File: src/rtl/pgr_pkg.sv
package pgr_pkg;

  typedef enum logic [1:0] {
    ST_IDLE    = 2'd0,
    ST_RELEASE = 2'd1,
    ST_AWAIT   = 2'd2,
    ST_RESTORE = 2'd3
  } pgr_state_e;

  function automatic int ms_to_cycles(input int ms, input int clk_per_ms);
    return ms * clk_per_ms;
  endfunction

endpackage

File: src/rtl/pgr_sync.sv
module pgr_sync #(
  parameter int W      = 1,
  parameter int STAGES = 2
) (
  input  logic         clk,
  input  logic         rst,
  input  logic [W-1:0] d,
  output logic [W-1:0] q
);

  logic [STAGES-1:0][W-1:0] stg;

  always_ff @(posedge clk) begin
    if (rst) begin
      stg <= '0;
    end else begin
      stg[0] <= d;
      for (int s = 1; s < STAGES; s++) begin
        stg[s] <= stg[s-1];
      end
    end
  end

  assign q = stg[STAGES-1];

endmodule

File: src/rtl/pgr_timer.sv
module pgr_timer #(
  parameter int CW = 8
) (
  input  logic          clk,
  input  logic          rst,
  input  logic          clear,
  input  logic          run,
  input  logic [CW-1:0] limit,
  output logic          hit
);

  logic [CW-1:0] cnt;

  always_ff @(posedge clk) begin
    if (rst || clear) begin
      cnt <= '0;
    end else if (run) begin
      cnt <= cnt + 1'b1;
    end
  end

  assign hit = run && (cnt == limit - 1'b1);

endmodule

File: src/rtl/pgr_capture.sv
module pgr_capture #(
  parameter int               N    = 3,
  parameter logic [N-1:0]     MASK = '1
) (
  input  logic         clk,
  input  logic         rst,
  input  logic         take,
  input  logic [N-1:0] lines,
  output logic [N-1:0] status,
  output logic         stat_vld
);

  for (genvar i = 0; i < N; i++) begin : g_bit
    if (MASK[i]) begin : g_fitted
      always_ff @(posedge clk) begin
        if (rst) begin
          status[i] <= 1'b0;
        end else if (take) begin
          status[i] <= lines[i];
        end
      end
    end else begin : g_empty
      assign status[i] = 1'b0;
    end
  end

  always_ff @(posedge clk) begin
    if (rst) stat_vld <= 1'b0;
    else     stat_vld <= take;
  end

endmodule

File: src/rtl/pg_read_seq.sv
module pg_read_seq
  import pgr_pkg::*;
#(
  parameter int                 N_LINES     = 3,
  parameter int                 CLK_PER_MS  = 100000,
  parameter int                 RELEASE_MS  = 1,
  parameter int                 RESTORE_MS  = 2,
  parameter int                 TIMEOUT_MS  = 500,
  parameter int                 SYNC_STAGES = 2,
  parameter logic [N_LINES-1:0] POP_MASK    = '1
) (
  input  logic               clk,
  input  logic               rst,
  input  logic [N_LINES-1:0] en_cmd,
  input  logic               rd_go,
  output logic [N_LINES-1:0] line_out,
  output logic [N_LINES-1:0] line_oe,
  input  logic [N_LINES-1:0] line_in,
  output logic               pg_req,
  input  logic               pg_valid,
  output logic [N_LINES-1:0] status,
  output logic               status_vld,
  output logic               busy,
  output logic               timeout_err
);

  localparam int REL_CYC  = ms_to_cycles(RELEASE_MS, CLK_PER_MS);
  localparam int REST_CYC = ms_to_cycles(RESTORE_MS, CLK_PER_MS);
  localparam int TO_CYC   = ms_to_cycles(TIMEOUT_MS, CLK_PER_MS);
  localparam int MAX_A    = (REL_CYC > REST_CYC) ? REL_CYC : REST_CYC;
  localparam int MAX_CYC  = (MAX_A > TO_CYC) ? MAX_A : TO_CYC;
  localparam int CW       = $clog2(MAX_CYC + 1);

  pgr_state_e st_q, st_d;
  logic [N_LINES:0] sync_in, sync_out;
  logic [N_LINES-1:0] lines_s;
  logic valid_s, hit, take, tclr;
  logic [CW-1:0] lim;

  assign sync_in = {pg_valid, line_in};

  pgr_sync #(.W(N_LINES + 1), .STAGES(SYNC_STAGES)) u_sync (
    .clk(clk), .rst(rst), .d(sync_in), .q(sync_out)
  );

  assign valid_s = sync_out[N_LINES];
  assign lines_s = sync_out[N_LINES-1:0];

  always_comb begin
    case (st_q)
      ST_RELEASE: lim = CW'(REL_CYC);
      ST_AWAIT:   lim = CW'(TO_CYC);
      default:    lim = CW'(REST_CYC);
    endcase
  end

  always_comb begin
    st_d = st_q;
    case (st_q)
      ST_IDLE:    if (rd_go) st_d = ST_RELEASE;
      ST_RELEASE: if (hit) st_d = ST_AWAIT;
      ST_AWAIT:   if (valid_s || hit) st_d = ST_RESTORE;
      ST_RESTORE: if (hit) st_d = ST_IDLE;
      default:    st_d = ST_IDLE;
    endcase
  end

  assign tclr = (st_d != st_q);
  assign take = (st_q == ST_AWAIT) && valid_s;

  pgr_timer #(.CW(CW)) u_timer (
    .clk(clk), .rst(rst), .clear(tclr),
    .run(st_q != ST_IDLE), .limit(lim), .hit(hit)
  );

  pgr_capture #(.N(N_LINES), .MASK(POP_MASK)) u_cap (
    .clk(clk), .rst(rst), .take(take), .lines(lines_s),
    .status(status), .stat_vld(status_vld)
  );

  always_ff @(posedge clk) begin
    if (rst) begin
      st_q        <= ST_IDLE;
      pg_req      <= 1'b0;
      line_oe     <= '1;
      line_out    <= '0;
      busy        <= 1'b0;
      timeout_err <= 1'b0;
    end else begin
      st_q <= st_d;
      case (st_q)
        ST_IDLE: begin
          line_out <= en_cmd;
          if (rd_go) begin
            pg_req <= 1'b1;
            busy   <= 1'b1;
          end
        end
        ST_RELEASE: begin
          if (hit) line_oe <= '0;
        end
        ST_AWAIT: begin
          if (valid_s) begin
            pg_req <= 1'b0;
          end else if (hit) begin
            pg_req      <= 1'b0;
            timeout_err <= 1'b1;
          end
        end
        ST_RESTORE: begin
          if (hit) begin
            line_oe  <= '1;
            line_out <= en_cmd;
            busy     <= 1'b0;
          end
        end
        default: ;
      endcase
    end
  end

endmodule

File: config.mk
export PLATFORM = sky130hd
export DESIGN_NAME = pg_read_seq
export DESIGN_NICKNAME = d
export VERILOG_FILES = /design/src/rtl/pgr_pkg.sv /design/src/rtl/pgr_sync.sv /design/src/rtl/pgr_timer.sv /design/src/rtl/pgr_capture.sv /design/src/rtl/pg_read_seq.sv
export SDC_FILE = /design/constraint.sdc
export NUM_CORES = 1
export LEC_CHECK = 0
export BUFFER_PORTS_ARGS = -buffer_cell sky130_fd_sc_hd__buf_4
export CAP_MARGIN = 5
export CORE_ASPECT_RATIO = 0.6
export CORE_MARGIN = 4
export CORE_UTILIZATION = 35
export CTS_CLUSTER_DIAMETER = 80
export DETAILED_ROUTE_END_ITERATION = 12
export GPL_TIMING_DRIVEN = 0
export HOLD_SLACK_MARGIN = 0.08
export MAX_ROUTING_LAYER = met4
export PLACE_DENSITY = 0.54
export SYNTH_ARGS = -nofsm -noshare
export SYNTH_HDL_FRONTEND = slang
export SYNTH_SLANG_ARGS = --single-unit
File: constraint.sdc
create_clock -name clk -period 8.9 [get_ports clk]
set_input_delay 1.78 -clock clk [delete_from_list [all_inputs] [get_ports clk]]
set_output_delay 1.78 -clock clk [all_outputs]
set_load 0.05 [all_outputs]
# Word-level counts from Yosys, hierarchy flattened
# Index checks and enable logic that the tools add are counted.
[word_totals]
in_bits = 10
mem_bits_ro = 0
ramBits = 0
wordCells = 55
reg_bits = 49
latch_bits = 0
n_memories = 0
out_inout_bits = 13
[op_classes]
magnitude_cmp = 0
n_reduce_logical = 14
shift = 0
mux = 16
n_eq_ne = 9
addsub = 2
n_div = 0
bitwise_logic = 1
multipliers = 0
[ops]
columns = ["op", "count"]
rows = [
  ["$pmux W26 S2", 1],
  ["$add A26 B1 Y26 const B", 1],
  ["$eq A26 B26 Y1", 1],
  ["$sub A26 B1 Y26 const B", 1],
  ["$pmux W3 S2", 2],
  ["$reduce_and A3 Y1", 4],
  ["$mux W3", 3],
  ["$mux W2", 4],
  ["$pmux W2 S4", 1],
  ["$reduce_bool A2 Y1", 4],
  ["$ne A2 B2 Y1 const B", 3],
  ["$eq A2 B2 Y1 const B", 2],
  ["$pmux W1 S2", 2],
  ["$mux W1", 3],
  ["$ne A3 B2 Y1 const B", 1],
  ["$eq A2 B1 Y1 const B", 1],
  ["$logic_and A1 B1 Y1", 2],
  ["$logic_not A2 Y1", 1],
  ["$logic_or A1 B1 Y1", 2],
  ["$ne A2 B2 Y1", 1],
  ["$reduce_and A2 Y1", 1],
  ["$not A1 Y1", 1],
]

# Depth between registers and ports, before layout
# Gate-level depths: netlist of run 1.
[depth]
depth_word = 10
mapped_depth = 11
depth_no_buf = 8

# Modules after synthesis
# Synthesis of run 1 repeated with hierarchy kept, for this count alone.
[hier_totals]
cells_unflattened = 349
hier_area_um2 = 2986.6
[modules_own_cells]
columns = ["module", "instances", "seq_area_each_um2", "area_each_um2", "cells_each"]
rows = [
  ["pgr_timer", 1, 520.5, 2030.7, 251],
  ["pg_read_seq", 1, 180.2, 588.1, 67],
  ["pgr_sync", 1, 160.2, 240.2, 20],
  ["pgr_capture", 1, 80.1, 127.6, 11],
]

# Least setup slack after synthesis of run 1
# No wires, ideal clock.
[synth_timing]
path_type = "register to register"
startpoint = "register st_q[0]"
endpoint = "register u_timer.cnt[17]"
setup_time_ns = 0.115
period_less_slack_ns = 2.789
n_path_buf = 3
stages_incl_launch_ff = 12
path_slack_ns = 6.111
arrival_ns = 2.674
t_required_ns = 8.785
path_cell_list = "dfxtp_1 inv_1 ha_1 clkbuf_1 or4_1 a222oi_1 nand2_1 a2111oi_4 a21o_1 buf_6 buf_6 nor2_1"
[synth_between]
elab_chain_cells = 10
word_cells_on_any_way = 17
cone_classes = "add/sub (1); eq/ne (5); mux (6); reduce/logical (5)"
[synth_rtl]
columns = ["item", "line", "source"]
rows = [
  ["from (decl)", "pg_read_seq.sv:34", "pgr_state_e st_q, st_d;"],
  ["from (signal assigned)", "pg_read_seq.sv:90", "st_q <= st_d;"],
  ["$eq A2 B2 Y1 or $eq A2 B1 Y1 (tied branches)", "pg_read_seq.sv:50, pg_read_seq.sv:59", ""],
  ["$pmux W26 S2", "pg_read_seq.sv:50", "case (st_q)"],
  ["$sub A26 B1 Y26", "pgr_timer.sv:22", "assign hit = run && (cnt == limit - 1'b1);"],
  ["$eq A26 B26 Y1", "pgr_timer.sv:22", ""],
  ["$logic_and A1 B1 Y1", "pgr_timer.sv:22", ""],
  ["$logic_or A1 B1 Y1", "pg_read_seq.sv:62", "ST_AWAIT: if (valid_s || hit) st_d = ST_RESTORE;"],
  ["$mux W2", "pg_read_seq.sv:62", ""],
  ["$pmux W2 S4", "pg_read_seq.sv:59", "case (st_q)"],
  ["$ne A2 B2 Y1", "pg_read_seq.sv:68", "assign tclr = (st_d != st_q);"],
  ["$logic_or A1 B1 Y1", "pgr_timer.sv:15", "if (rst || clear) begin"],
  ["to (signal assigned)", "pgr_timer.sv:18", "cnt <= cnt + 1'b1;"],
  ["to (decl)", "pgr_timer.sv:12", "logic [CW-1:0] cnt;"],
]
# Several ways; a longest one is shown, not always the timed one.
# A chain may end at the register's enable or synchronous reset.

# Worst setup path after layout of run 1
[layout_timing]
startpoint = "register st_q[0]"
endpoint = "register u_timer.cnt[6]"
# Same word-level chain as after synthesis.

==> results of run 1 <==
## worst paths after layout
| kind | end | slack [ns] | depth (start not counted) |
|---|---|---|---|
| worst max-delay path | u_timer.cnt[6] | 5.42 | 11 |
| worst min-delay path | u_sync.q[3] | 0.44 | 1 |
| worst max register to register | u_timer.cnt[6] | 5.42 | 11 |
| worst min register to register | u_sync.q[3] | 0.44 | 1 |
## worst max-delay path: cells and delay by family, from the launching register on
family                   cells  cell delay (ns)
adder cells (fa/ha/maj)      1             0.23
flip-flops                   1             0.52
AND/OR/NAND/NOR              3             0.72
AO/OA/AOI/OAI                3             1.19
buffers and inverters        4             0.70
## layout by cell type, fill, tap and decap left out, types with 4 or more instances in the layout
cell and n:
clkbuf_1 8, xor2_1 20, buf_4 24, nor2b_1 11, inv_1 6, ha_1 7
nor2_1 39, nand2_1 18, nand2b_1 4, xnor2_1 6, nand3_1 16, dfxtp_1 47
a31oi_1 4, nand4_1 8, clkbuf_8 5, a211oi_1 4, mux2i_1 5, a21oi_1 6
o21ai_0 5
## metal layers
metal	share of wire, %	vias up
li1	-	931
met5	0	-
met3	6.0	6
met4	0.99	0
met2	34	39
met1	59	840
## kinds of logic after synthesis
family	after synthesis	share of synthesized area [%]
multiplexers	5	2.23
adder cells (fa/ha/maj)	7	3.90
XOR/XNOR	26	10.1
AO/OA/AOI/OAI	32	10.5
AND/OR/NAND/NOR	117	26.9
flip-flops	47	41.9
buffers and inverters	19	4.51
## final cells by class
| cell class | instances | area (sq um) |
|---|---|---|
| fill | 620 | 3570 |
| multi-input combinational | 187 | 1200 |
| sequential | 47 | 941 |
| timing repair buffer | 22 | 165 |
| tap | 84 | 105 |
| buffer | 13 | 78.8 |
| clock buffer | 5 | 68.8 |
| inverter | 6 | 22.5 |
| clock inverter | 3 | 15.0 |
## sequential cells by signal (all words and copies together) (netlist names)
name	cells
timeout_err	1
u_cap.status	3
u_sync.q	4
line_out	3
busy	1
st_q	2
line_oe	1
u_sync.stg	4
u_timer.cnt	26
pg_req	1
u_cap.stat_vld	1
## per-stage QoR
step | cells | setup WS [ns] | cell area (sq um) | power, mW
after floorplan | 253 | 6.11 | 2250 | 0.269
after global placement | 359 | 5.45 | 2520 | 0.287
after detailed placement | 359 | 5.48 | 2520 | 0.287
after CTS | 367 | 5.45 | 2600 | 0.415
after global routing | 367 | 5.16 | 2600 | 0.430
final | 367 | 5.42 | 2600 | 0.408
## power by group
group	internal (mW)	switching [mW]	total, mW
Combinational	0.0244	0.0370	0.0614
Sequential	0.216	0.00523	0.221
Clock	0.0539	0.0721	0.126
==> flow_metrics.tcl, run 1 <==
set metrics [dict create \
    status "finished, final reports clean" \
    period_share_pct 39.1 \
    synth_edf_count 0 \
    cts_max_path_buffers 2 \
    path_max_fanout 10 \
    met3_usage_pct 4.68 \
    coreArea_sq_mm 0.00617 \
    vdd_ir_drop_max_v 0.0000633 \
    startpoint_type "register" \
    top_usage_layer "met1" \
    num_antenna_cells 0 \
    p_leak_nw 0.946 \
    synthToLayoutAreaGrowth_pct 15.8 \
    drc 0 \
    path_cells "inv_1 > ha_1 > clkbuf_1 > or4_1 > a222oi_1 > nand2_1 > a2111oi_4 > a21o_1 > buf_6 > buf_6 > nor2_1" \
    cts_tree "yes" \
    hold_viol 0 \
    synthArstFlopShare_pct 0 \
    synth.distinct_cells 41 \
    setup_tns_ns 0 \
    drv_slew 0 \
    antenna_left 0 \
    worstHoldStart "u_sync.stg[3]" \
    syn_area_per_cell_sq_um 8.88 \
    synth-main-ff-cell "dfxtp_1" \
    gp_congestion 0.787 \
    final_nets 299 \
    io_buffer_count 22 \
    max_slew.worst_pin.slew_ns 0.571 \
    post_cts_resize_count 0 \
    antenna_found_initial 0 \
    die_height_um 70.1 \
    overflow 0 \
    max_slew_margin_pct 62.0 \
    rr_startpoint "st_q[0]" \
    clk_pin_slew_ns 0.09 \
    syn_area_sq_mm 0.00225 \
    clock_latency_ns 0.30 \
    rows 22 \
    numCtsBuffers 5 \
    power_density_mw_per_mm2 157 \
    min_period_ns 3.48 \
    yosysTopAreaCell "dfxtp_1" \
    crit_top_cell "buf_6" \
    dp_hpwl_um 3830 \
    wl_per_cell_um 14.1 \
    ys_seq_area_share_pct 41.9 \
    final_core_util_pct 42.2 \
    ys_warn_count 0 \
    root_buffer "clkbuf_8" \
    max_clock_freq_mhz 288 \
    drive_above_1_share_pct 14.1 \
    drv_cap 0 \
    rsz0062_at_grt "false" \
    holdCritPathClass "register to register" \
    synth_area_leaders "dfxtp_1, xor2_1, nor2_1" \
    cp_slowest_cell "dfxtp_1" \
    ios 23 \
    skew_ns 0.00597 \
    setup.worst_path.class "register to register" \
    yosys.cell_count.top_type "dfxtp_1" \
    setup-violations-final 0 \
    slowest_delay_ns 0.52 \
    totalWireLength_um 5170 \
    vias_per_cell 4.95 \
    grtUsageTotal_pct 14.0 \
    holdWs_ns 0.441 \
    cts_setup_buffers 0 \
    grt_pass1_vias 1617 \
    drtIter0Drc 122 \
    die_width_um 111 \
    postCtsHoldBufs 0 \
    grt_util_met2_pct 15.4 \
    dieArea_sq_mm 0.00780 \
    grt_util_met1_pct 22.5 \
    synth-seq-cells 47 \
    grt_pass1_wl_um 8490 \
    synth.top_cell.area_share_pct 41.9 \
    grt_max_degree 15 \
    initial_utilization_pct 36.4 \
    cp-end-kind "register" \
    first_pass_iters 4 \
    synthesis.nets 270 \
    arrival_ns 3.68 \
    startpoint "st_q[0]" \
    clock_sinks 47 \
    syn_inst 253 \
    vias 1816 \
    cts_max_level 2 \
    synthTopCellsByCount "dfxtp_1, nor2_1, xor2_1, nand2_1, nand3_1" \
    critPathRequiredTime_ns 9.10 \
]
No activity file was read; power rests on OpenSTA's default activity.
==> inputs of run 2 (changes only) <==
Settings changed: PLACE_DENSITY 0.54 to 0.56.
Clock period 8.9 ns to 3.1 ns, I/O delays scaled along.
==> flow_metrics.tcl, run 2 (synthesis results as in run 1) <==
set metrics [dict create \
    status "finished, final reports clean" \
    final_common_cell "dfxtp_1" \
    totalWireLength_um 5210 \
    final_nets 302 \
    postCtsHoldBufs 0 \
    arrival_ns 3.11 \
    vias 1844 \
    first_pass_iters 4 \
    grt_pass1_wl_um 8580 \
    critPathRequiredTime_ns 3.29 \
    overflow 0 \
    clock_sinks 47 \
    initial_utilization_pct 36.4 \
    root_buffer "clkbuf_8" \
    fin_cells 370 \
    max_slew.worst_pin.slew_ns 0.523 \
    dieArea_sq_mm 0.00780 \
    max_clock_freq_mhz 343 \
    skew_ns 0.00519 \
    max_slew_margin_pct 65.2 \
    grt_max_degree 15 \
    rsz0062_at_grt "false" \
    dp_hpwl_um 3860 \
    cts_max_path_buffers 2 \
    dp.cells 359 \
    drv_slew 0 \
    holdWs_ns 0.441 \
    num_antenna_cells 0 \
    cts_tree "yes" \
    hold_viol 0 \
    setup_tns_ns 0 \
    drv_cap 0 \
    setup-violations-final 0 \
    holdCritPathClass "register to register" \
    grtUsageTotal_pct 14.0 \
    die_height_um 70.1 \
    p_leak_nw 0.979 \
    path_max_fanout 10 \
    clk_pin_slew_ns 0.09 \
    gp_congestion 0.822 \
    grt_pass1_vias 1664 \
    die_width_um 111 \
    whs_path_depth 1 \
    power_density_mw_per_mm2 479 \
    vdd_ir_drop_max_v 0.000237 \
    cts_max_level 2 \
    ios 23 \
    setup.worst_path.class "register to register" \
    drive_above_1_share_pct 16.8 \
    synthToLayoutAreaGrowth_pct 18.9 \
    final_core_util_pct 43.3 \
    r2r_cells 10 \
    vias_per_cell 4.98 \
    rows 22 \
    period_share_pct 94.1 \
    numCtsBuffers 5 \
    startpoint_type "register" \
    clock_latency_ns 0.29 \
    coreArea_sq_mm 0.00617 \
    antenna_left 0 \
    wl_per_cell_um 14.1 \
    final_cell_mix "dfxtp_1, nor2_1, buf_4, xor2_1, nand2_1" \
    cp-end-kind "register" \
    drc 0 \
    top_register "u_timer.cnt" \
    largest_reg_flops 26 \
    min_period_ns 2.92 \
    r2r_slack_ns 0.18 \
    drtIter0Drc 111 \
    io_buffer_count 22 \
    antenna_found_initial 0 \
]
## run 2: cell count changes in the layout (fill, tap and decap cells not counted), sizes merged
cell / change
bufinv: +1
buf: +4
clkinv: -2
## run 2: cell type report
class,instances,area [sq um]
buffer,12,75.1
clock buffer,6,82.6
clock inverter,2,35.0
fill,653,3500
inverter,6,22.5
multi-input combinational,187,1210
sequential,47,946
tap,84,105
timing repair buffer,26,195
## run 2: final timing paths
| path | to | from |
|---|---|---|
| setup / recovery | u_timer.cnt[7] | st_q[1] |
| hold / removal | u_sync.q[3] | u_sync.stg[3] |
| setup reg to reg | u_timer.cnt[7] | st_q[1] |
| hold reg to reg | u_sync.q[3] | u_sync.stg[3] |
## run 2: power breakdown
| part | internal [mW] | total (mW) | switching, mW |
|---|---|---|---|
| Sequential | 0.621 | 0.636 | 0.0153 |
| Combinational | 0.0715 | 0.178 | 0.107 |
| Clock | 0.261 | 0.464 | 0.203 |
| Total | 0.953 | 1.28 | 0.325 |
## run 2: per-stage QoR
step / setup slack (ns) / total power, mW / instance area [sq um]
2_1_floorplan: 0.311 / 0.772 / 2250
3_3_place_gp: -0.296 / 0.824 / 2520
3_5_place_dp: -0.266 / 0.826 / 2520
4_1_cts: 0.0247 / 1.30 / 2670
5_1_grt: 0.0326 / 1.35 / 2670
6_report: 0.184 / 1.28 / 2670
## run 2: layer usage
layer,vias up,routed length (um),global-route usage (%)
li1,933,-,-
met1,867,3040,22.3
met2,42,1830,16.9
met3,2,317,4.24
met4,0,19,2.02
met5,-,0,-
## run 2: timing repair
action                     CTS  global route
setup buffers                4             0
gates resized for setup      1             4
hold endpoints to repair     0             0
setup endpoints to repair   30            32
pin swaps                    2             2
## run 2: worst max-delay path, stage by stage (launching register included)
cell and delay, ns:
dfxtp_2 0.41, inv_1 0.14, ha_2 0.26, nor2b_1 0.18
nand4_1 0.26, or4b_4 0.60, a2111oi_4 0.40, a21o_1 0.20
buf_6 0.14, buf_6 0.15, nor2_1 0.05
==> inputs of run 3 (changes only) <==
Settings changed: CORE_ASPECT_RATIO 0.6 to 0.7, GPL_TIMING_DRIVEN 0 to unset.
==> flow_metrics.tcl, run 3 (synthesis results as in run 1) <==
set metrics [dict create \
    die_height_um 75.0 \
    coreArea_sq_mm 0.00622 \
    arrival_ns 3.04 \
    postCtsHoldBufs 0 \
    max_slew.worst_pin.slew_ns 0.472 \
    die_width_um 104 \
    gp_congestion 0.822 \
    ios 23 \
    holdCritPathClass "register to register" \
    post_dp_cell_area_sq_mm 0.00248 \
    final_common_cell "dfxtp_1" \
    period_share_pct 91.5 \
    largest_reg_flops 26 \
    grt_pass1_vias 1579 \
    setup.worst_path.class "register to register" \
    num_antenna_cells 0 \
    dieArea_sq_mm 0.00778 \
    startpoint_type "register" \
    numCtsBuffers 5 \
    root_buffer "clkbuf_8" \
    skew_ns 0.00780 \
    hold_viol 0 \
    final_nets 291 \
    cp-end-kind "register" \
    top_register "u_timer.cnt" \
    drive_above_1_share_pct 14.9 \
    synthToLayoutAreaGrowth_pct 16.5 \
    critPathRequiredTime_ns 3.30 \
    min_period_ns 2.84 \
    grt_max_degree 27 \
    initial_utilization_pct 36.1 \
    cts_max_path_buffers 2 \
    power_density_mw_per_mm2 512 \
    totalWireLength_um 4630 \
    final_cell_mix "dfxtp_1, nor2_1, buf_4, xor2_1, nand2_1" \
    final_core_util_pct 42.1 \
    first_pass_iters 4 \
    antenna_left 0 \
    vias_per_cell 5.01 \
    path_max_fanout 26 \
    cts_max_level 2 \
    cts_tree "yes" \
    antenna_found_initial 0 \
    clock_sinks 47 \
    vias 1770 \
    wl_per_cell_um 13.1 \
    rows 24 \
    vdd_ir_drop_max_v 0.000218 \
    drtIter0Drc 140 \
    grt_pass1_wl_um 7670 \
    rsz0062_at_grt "false" \
    status "finished, final reports clean" \
    clk_pin_slew_ns 0.09 \
    drv_slew 0 \
    overflow 0 \
    dp_hpwl_um 3340 \
    clock_latency_ns 0.30 \
    drv_cap 0 \
    io_buffer_count 22 \
    setup-violations-final 0 \
    max_clock_freq_mhz 352 \
    setup_tns_ns 0 \
    fin_area_sq_mm 0.00262 \
    p_leak_nw 0.958 \
    drc 0 \
    max_slew_margin_pct 68.3 \
    grtUsageTotal_pct 12.7 \
]
==> run 3: path summary, 6_finish.rpt <==
check	from	endpoint	slack [ns]	cells after the start
worst max-delay path	st_q[1]	u_timer.cnt[24]	0.26	9
worst min register to register	u_sync.stg[3]	u_sync.q[3]	0.44	1
worst min-delay path	u_sync.stg[3]	u_sync.q[3]	0.44	1
worst max register to register	st_q[1]	u_timer.cnt[24]	0.26	9
==> run 3: metrics by stage <==
stage	hold slack [ns]	setup slack (ns)	instances	power [mW]
global route	0.468	0.0684	353	1.40
global placement	0.425	0.305	345	0.820
floorplan	0.414	0.311	253	0.772
detailed placement	0.423	0.240	345	0.819
CTS	0.445	0.209	353	1.36
finish	0.442	0.263	353	1.34
==> run 3: layout make-up <==
cell class,instances,area (sq um)
tap,78,97.6
sequential,47,942
multi-input combinational,187,1200
clock inverter,3,67.6
inverter,6,22.5
fill,608,3600
clock buffer,5,68.8
timing repair buffer,27,215
==> run 3: critical path: stages (launching register included) <==
cell and delay (ns):
dfxtp_2 0.41, inv_1 0.13, ha_1 0.35, or3b_2 0.46
a222oi_1 0.41, nand2_1 0.20, a2111oi_4 0.29, a21o_1 0.22
buf_12 0.18, nor2_1 0.07
==> run 3: power by group <==
group / switching [mW] / leakage (nW) / total, mW / internal [mW]
Sequential: 0.00982 / 0.383 / 0.630 / 0.620
Combinational: 0.104 / 0.511 / 0.175 / 0.0707
Clock: 0.214 / 0.0644 / 0.535 / 0.322
Total: 0.328 / 0.958 / 1.34 / 1.01
==> run 3: what timing repair did <==
action / 4_1_cts / 5_1_grt
resized for setup: 0 / 1
buffers inserted: 0 / 0
setup endpoints to repair: 0 / 26
==> run 3: routing by layer <==
layer  vias up  share of wire [%]  track usage, %
met5         -                  0               -
met4         0                1.2            3.98
met3         8                5.6            2.83
met2        38                 38            16.6
met1       807                 56            19.0
li1        917                  -               -
